`src/rtl/snap_arb_pkg.sv`:
```
package snap_arb_pkg;

    // Default geometry of the arbiter.
    localparam int ARB_NUM_SRC = 8;
    localparam int ARB_DATA_W  = 27;

    // Whether the snapshot register is waiting to sample or is draining.
    typedef enum logic {
        PH_SAMPLE = 1'b0,
        PH_DRAIN  = 1'b1
    } arb_phase_e;

    // Number of bits needed to name one of n sources.
    function automatic int unsigned idx_width(int unsigned n);
        return (n < 2) ? 1 : $clog2(n);
    endfunction

endpackage

```
`src/rtl/snap_store.sv`:
```
module snap_store
    import snap_arb_pkg::*;
#(
    parameter int NUM_SRC = ARB_NUM_SRC
) (
    input  logic               clk,
    input  logic               rst,
    input  logic [NUM_SRC-1:0] req,
    input  logic [NUM_SRC-1:0] served,
    output logic [NUM_SRC-1:0] snap,
    output arb_phase_e         phase
);

    // An empty snapshot means a new sample is due.
    assign phase = arb_phase_e'(|snap);

    always_ff @(posedge clk) begin
        if (rst) begin
            snap <= '0;
        end else if (phase == PH_SAMPLE) begin
            snap <= req;
        end else begin
            // The source being granted leaves the snapshot on the capture edge.
            snap <= snap & ~served;
        end
    end

endmodule

```
`src/rtl/prio_pick.sv`:
```
module prio_pick
    import snap_arb_pkg::*;
#(
    parameter int NUM_SRC = ARB_NUM_SRC,
    parameter int IDX_W   = idx_width(NUM_SRC)
) (
    input  logic [NUM_SRC-1:0] pending,
    output logic [NUM_SRC-1:0] pick,
    output logic [IDX_W-1:0]   pick_idx,
    output logic               any
);

    // hit_above[i] is set when any source numbered i or higher is pending.
    logic [NUM_SRC:0] hit_above;

    assign hit_above[NUM_SRC] = 1'b0;

    for (genvar g = NUM_SRC - 1; g >= 0; g--) begin : g_chain
        assign hit_above[g] = hit_above[g+1] | pending[g];
        assign pick[g]      = pending[g] & ~hit_above[g+1];
    end

    assign any = hit_above[0];

    always_comb begin
        pick_idx = '0;
        for (int i = 0; i < NUM_SRC; i++) begin
            if (pick[i]) pick_idx = IDX_W'(i);
        end
    end

endmodule

```
`src/rtl/rec_stage.sv`:
```
module rec_stage
    import snap_arb_pkg::*;
#(
    parameter int DATA_W = ARB_DATA_W,
    parameter int IDX_W  = idx_width(ARB_NUM_SRC)
) (
    input  logic                    clk,
    input  logic                    rst,
    input  logic                    fire,
    input  logic [IDX_W-1:0]        src_idx,
    input  logic [DATA_W-1:0]       bus_data,
    output logic                    rec_valid,
    output logic [IDX_W+DATA_W-1:0] rec_word
);

    always_ff @(posedge clk) begin
        if (rst) begin
            rec_valid <= 1'b0;
            rec_word  <= '0;
        end else begin
            rec_valid <= fire;
            if (fire) begin
                rec_word <= {src_idx, bus_data};
            end
        end
    end

endmodule

```
`src/rtl/snap_arbiter.sv`:
```
module snap_arbiter
    import snap_arb_pkg::*;
#(
    parameter int NUM_SRC = ARB_NUM_SRC,
    parameter int DATA_W  = ARB_DATA_W
) (
    input  logic                                    clk,
    input  logic                                    rst,
    input  logic [NUM_SRC-1:0]                      req,
    input  logic [DATA_W-1:0]                       bus_data,
    output logic [NUM_SRC-1:0]                      grant,
    output logic                                    rec_valid,
    output logic [DATA_W+idx_width(NUM_SRC)-1:0]    rec_word
);

    localparam int IDX_W = idx_width(NUM_SRC);

    logic [NUM_SRC-1:0] snap;
    logic [NUM_SRC-1:0] pick;
    logic [IDX_W-1:0]   pick_idx;
    logic               pick_any;
    arb_phase_e         phase;
    logic               fire;

    snap_store #(.NUM_SRC(NUM_SRC)) u_store (
        .clk    (clk),
        .rst    (rst),
        .req    (req),
        .served (pick),
        .snap   (snap),
        .phase  (phase)
    );

    prio_pick #(.NUM_SRC(NUM_SRC), .IDX_W(IDX_W)) u_pick (
        .pending  (snap),
        .pick     (pick),
        .pick_idx (pick_idx),
        .any      (pick_any)
    );

    // Grants only come out while a snapshot is draining.
    assign fire  = pick_any && (phase == PH_DRAIN);
    assign grant = fire ? pick : '0;

    rec_stage #(.DATA_W(DATA_W), .IDX_W(IDX_W)) u_rec (
        .clk       (clk),
        .rst       (rst),
        .fire      (fire),
        .src_idx   (pick_idx),
        .bus_data  (bus_data),
        .rec_valid (rec_valid),
        .rec_word  (rec_word)
    );

endmodule

```
`config.mk`:
```
export PLATFORM = sky130hd
export DESIGN_NAME = snap_arbiter
export DESIGN_NICKNAME = d
export VERILOG_FILES = /design/src/rtl/snap_arb_pkg.sv /design/src/rtl/snap_store.sv /design/src/rtl/prio_pick.sv /design/src/rtl/rec_stage.sv /design/src/rtl/snap_arbiter.sv
export SDC_FILE = /design/constraint.sdc
export NUM_CORES = 1
export LEC_CHECK = 0
export BUFFER_PORTS_ARGS = -buffer_cell sky130_fd_sc_hd__buf_2
export CORE_MARGIN = 8
export CORE_UTILIZATION = 47
export DETAILED_ROUTE_END_ITERATION = 8
export MAX_ROUTING_LAYER = met4
export PLACE_DENSITY = 0.83
export SLEW_MARGIN = 20
export SYNTH_ARGS = -nofsm -noshare
export SYNTH_HDL_FRONTEND = slang
export SYNTH_SLANG_ARGS = --single-unit
export TNS_END_PERCENT = 30
```
`constraint.sdc`:
```
create_clock -name clk -period 3.8 [get_ports clk]
set_input_delay 1.14 -clock clk [delete_from_list [all_inputs] [get_ports clk]]
set_output_delay 1.14 -clock clk [all_outputs]
set_load 0.02 [all_outputs]
```
### Word-level counts from Yosys, hierarchy flattened

Index checks and enable logic that the tools add are counted.

| storage, ports and cells | value |
|---|---|
| output and inout bits | 39 |
| memories kept | 0 |
| logic and storage cells | 37 |
| memory bits (read-only) | 0 |
| register bits | 39 |
| latch bits | 0 |
| RAM bits | 0 |
| input port bits | 37 |

| cells by class | value |
|---|---|
| shift operators | 0 |
| bitwise operators | 23 |
| add/subtract/negate cells | 0 |
| mux-type cells | 9 |
| reduce and logical (&&, ||, !) cells | 2 |
| $lt $le $gt $ge | 0 |
| div/mod/pow operators | 0 |
| eq/ne operators | 0 |
| multipliers | 0 |

Operators with widths:

| cell | number |
|---|---|
| two-way mux 3 bit | 6 |
| two-way mux 8 bit | 2 |
| AND 8 bit | 1 |
| NOT 8 bit | 1 |
| OR reduction 8 bit | 1 |
| AND 1 bit | 7 |
| NOT 1 bit | 7 |
| bitwise OR 1 bit | 7 |
| logical AND 1 bit | 1 |
| two-way mux 1 bit | 1 |

### Longest topological paths before layout

| logic depth | value |
|---|---|
| word-level depth | 14 |
| mapped depth | 5 |
| depth with buffers taken out | 4 |

### By module

Synthesis repeated with hierarchy kept, for this count alone.

| unflattened totals | value |
|---|---|
| cell total of the unflattened synthesis | 165 |
| area total of the unflattened synthesis | 1,749.2 um2 |

By module, submodules not included:

| module | instances | seq. area each (um2) | cells each | area an instance (um2) |
|---|---|---|---|---|
| rec_stage | 1 | 620.6 | 99 | 1,123.6 |
| snap_store | 1 | 160.2 | 38 | 436.7 |
| prio_pick | 1 | 0.0 | 19 | 131.4 |
| snap_arbiter | 1 | 0.0 | 9 | 57.6 |

### Least setup slack after synthesis

Ideal clock, no wire load.

| timing | value |
|---|---|
| kind | reg2out |
| start point | reg u_store.snap[7] |
| end point | out grant[3] |
| cell stages (with the launch flop) | 4 |
| buffers on the path | 0 |
| required time | 2,660 ps |
| data arrival time | 1,440 ps |
| setup slack | 1,220 ps |
| cells stage by stage | dfxtp_1 or3_2 or2_2 nor2_1 |

| on the way | value |
|---|---|
| word-level cells in the longest chain between the ends | 9 |
| elaborated cells between the ends (all ways) | 12 |
| those cells by class | mux (1); bitwise (9); reduce/logical (2) |

Ends and longest elaborated chain:

| element | RTL line | text |
|---|---|---|
| from (decl) | snap_store.sv:10 | `output logic [NUM_SRC-1:0] snap,` |
| from (signal assigned) | snap_store.sv:21 | `snap <= req;` |
| from (signal assigned) | snap_store.sv:24 | `snap <= snap & ~served;` |
| bitwise OR 1 bit (7 in a row) | prio_pick.sv:19 | `assign hit_above[g] = hit_above[g+1] \| pending[g];` |
| logical AND 1 bit | snap_arbiter.sv:42 | `assign fire = pick_any && (phase == PH_DRAIN);` |
| two-way mux 8 bit (*) | snap_arbiter.sv:43 | `assign grant = fire ? pick : '0;` |
| to (decl) | snap_arbiter.sv:11 | `output logic [NUM_SRC-1:0] grant,` |

Mark *: on every way between the ends. The rest lies on a longest branch, timed or not.

### Worst setup path after layout

Ends and elaborated chain as after synthesis.

==> results.txt <==
status - finished, final reports clean
Cell Int Power - 1.17 mW
count of final hold-check violations - 0
synth unique cells - 26
aggregate global-route resource usage - 14.8%
slack of the worst reg-to-reg path - 1.57 ns
Final Skew - 0.00608 ns
share of post-route cells with drive strength above 1 - 63.0%
antenna violations before repair - 0
ant diodes - 0
average via count per standard cell - 5.31
clk root buf - clkbuf_4
Max IR drop VDD - 529 uV
number of buffers added on ports - 75
power per unit of standard cell area - 1100 nW/um^2
remaining routing DRC violations - 0
met2 track utilization from global routing - 26.0%
CTS tree - done
Bufs on Longest Clock Path - 2
largest stage delay on the critical path - 0.51 ns
#FFs+latches synth - 39
cell family with most CP delay - simple AND/OR/NAND/NOR gates
via count of the first global-routing pass - 1257
Final GP Congestion - 0.825
Die Span Y - 71.1 microns
DR vias - 1179
CORE AREA - 2980 sq um
top cells by area in the synthesized netlist - dfxtp_1 55%, a22o_2 18%, buf_6 4.7%, a22o_1 3.1%, nor4_4 3.0%
crit share post-route - 79.1%
met1 track demand over resource in global routing - 14.2%
Crit Path Category - reg -> out
postcts setup bufs - 0
synthesized area divided by synthesized cell count - 12.6 sq um
count of instances resized after the clock tree is built - 0
total clock sinks - 39
GRT busiest layer - met2
Post-synth top cells - 39 x dfxtp_1, 25 x a22o_2, 6 x buf_6
final cell count without fillers - 222
setup repair after global routing missed its margin - false
Final min period - 3.00 ns
Switching Share - 42.6%
Required @ worst endpoint - 2.66 ns
Detail Placement HPWL - 2830 microns
library cell contributing the largest single delay on the critical path - or3_2
max-slew violation count - 0
most repeated cell in the gate-level netlist after synthesis - dfxtp_1
slew at the pin closest to its max-slew limit - 0.841 ns
Reg clk slew, reported paths - 0.11 ns
warning count from the yosys run - 0
dominant cell type by area after synthesis - dfxtp_1
switching power summed over all nets - 869 uW
Initial Util - 47.9%
wire length of the first global-routing pass - 5910 microns
hold slack - 0.489 ns
sequence of cells on the critical path - or3_2, or2_2, nor2_1, buf_2
area share of the largest cell type after synthesis - 54.7%
cell count after placement - 214
number of nets in the finished design - 225
number of nets in the synthesized netlist - 150
sequential element share of the synthesized area - 54.7%
H-tree depth reported by CTS - 2
average detailed-routed wire length per instance - 16.4 microns
combinational share of power - 50.3%
post-cts hold buffer count - 0
clock latency on the worst-skew pair - 0.33 ns
maximum number of pins on one net before global-route repair - 31
overall overflow remaining after global route - 0
horizontal die dimension - 71.1 microns
Fmax - 333 MHz
flip-flop cell with the highest count after synthesis - dfxtp_1
Post-synth EDFFs - 0
Final setup viols - 0
path class of the lowest-slack min-delay path - reg -> reg
kind of start point of the critical path - flip-flop
clock buffer count from CTS - 5
die area - 5060 sq um
Synth Instances - 113
Crit Path Max Fanout - 8
WP data arrival - 1.86 ns
share of power burned in the clock network - 13.9%
met3 track utilization from global routing - 5.23%
Std-Cell Rows - 20
critical path endpoint category - output port
total of max-cap violations - 0
number of buffers and inverters on the critical path - 1
Max transition margin - 43.5%
Leak Pwr - 0.957 nW
area growth from synthesis to layout - 29.8%
number of I/O pins - 76
initial drt markers - 58
register share of total power - 35.8%
Setup TNS - 0 ns
post-synthesis instance area - 1430 sq um
DRT Pass-1 Iters - 4
Antenna Violating Nets Remaining - 0
Post-synth ARST share - 0%
total length of routed wires - 3650 microns
==> flip-flops by register name (all words and copies together), names as in the netlist <==
| register | flops |
|---|---|
| u_rec.rec_valid | 1 |
| u_rec.rec_word | 30 |
| u_store.snap | 8 |
==> per-layer routing <==
metal | vias to the layer above | share of wire [%] | wire, microns
met5 | - | 0 | 0
met2 | 52 | 53 | 1950
li1 | 579 | - | -
met4 | 0 | 2.1 | 76
met3 | 6 | 7.4 | 270
met1 | 542 | 37 | 1350
==> worst reg2reg max path: stages (launching register included) <==
cell	delay, ns
dfxtp_1	0.41
nor4_4	0.43
nand2_4	0.13
nor4_4	0.65
buf_4	0.38
a22o_2	0.19
==> power by group through the flow <==
| stage | Sequential, mW | Clock (mW) | Combinational [mW] |
|---|---|---|---|
| detailed placement | 0.737 | 0 | 1.04 |
| global placement | 0.723 | 0 | 1.01 |
| global route | 0.755 | 0.306 | 1.11 |
| finish | 0.730 | 0.284 | 1.03 |
| CTS | 0.729 | 0.290 | 1.04 |
| floorplan | 0.900 | 0 | 0.642 |
==> cell type report <==
class | instances | area [sq um]
Clock buffer | 6 | 51.3
Clock inverter | 2 | 35.0
Fill cell | 263 | 1120
Inverter | 3 | 11.3
Multi-Input combinational cell | 63 | 551
Sequential cell | 39 | 781
Tap cell | 33 | 41.3
Timing Repair Buffer | 76 | 383
==> cell usage in the layout, fill, tap and decap left out, types with 2 or more instances in the layout <==
cell type / count
and3_2: 2
a22o_2: 25
a32o_1: 4
or3_2: 2
buf_2: 75
dfxtp_1: 39
a22o_1: 5
nor3_1: 2
inv_1: 3
nor2_1: 3
o21ai_0: 2
clkbuf_4: 5
nor4_4: 2
a21oi_1: 3
or4b_1: 2
nand2_1: 2
==> path summary, 6_finish.rpt <==
kind                            depth (start not counted)          startpoint            endpoint
worst min-delay path                                    1  u_rec.rec_word[18]  u_rec.rec_word[18]
worst max-delay path                                    4     u_store.snap[7]            grant[3]
worst min register to register                          1  u_rec.rec_word[18]  u_rec.rec_word[18]
worst max register to register                          5     u_store.snap[7]  u_rec.rec_word[22]
==> cell families (layout without fill, tap and decap cells) <==
| logic type | after synthesis | after routing | share of synthesized area [%] |
|---|---|---|---|
| flops | 39 | 39 | 54.7 |
| compound gates | 41 | 41 | 26.4 |
| buf+inv | 11 | 87 | 6.75 |
| simple gates | 22 | 22 | 12.2 |
==> metrics by stage <==
stage	util (%)	setup slack, ns	total power [mW]	instance area, sq um
after detailed placement	59.3	1.17	1.77	1770
after floorplan	-	1.22	1.54	1430
after global placement	59.3	1.24	1.73	1770
after CTS	62.2	0.794	2.06	1850
after global routing	62.2	0.739	2.17	1850
final	62.2	0.796	2.04	1850
(Power assumes the default switching activity.)
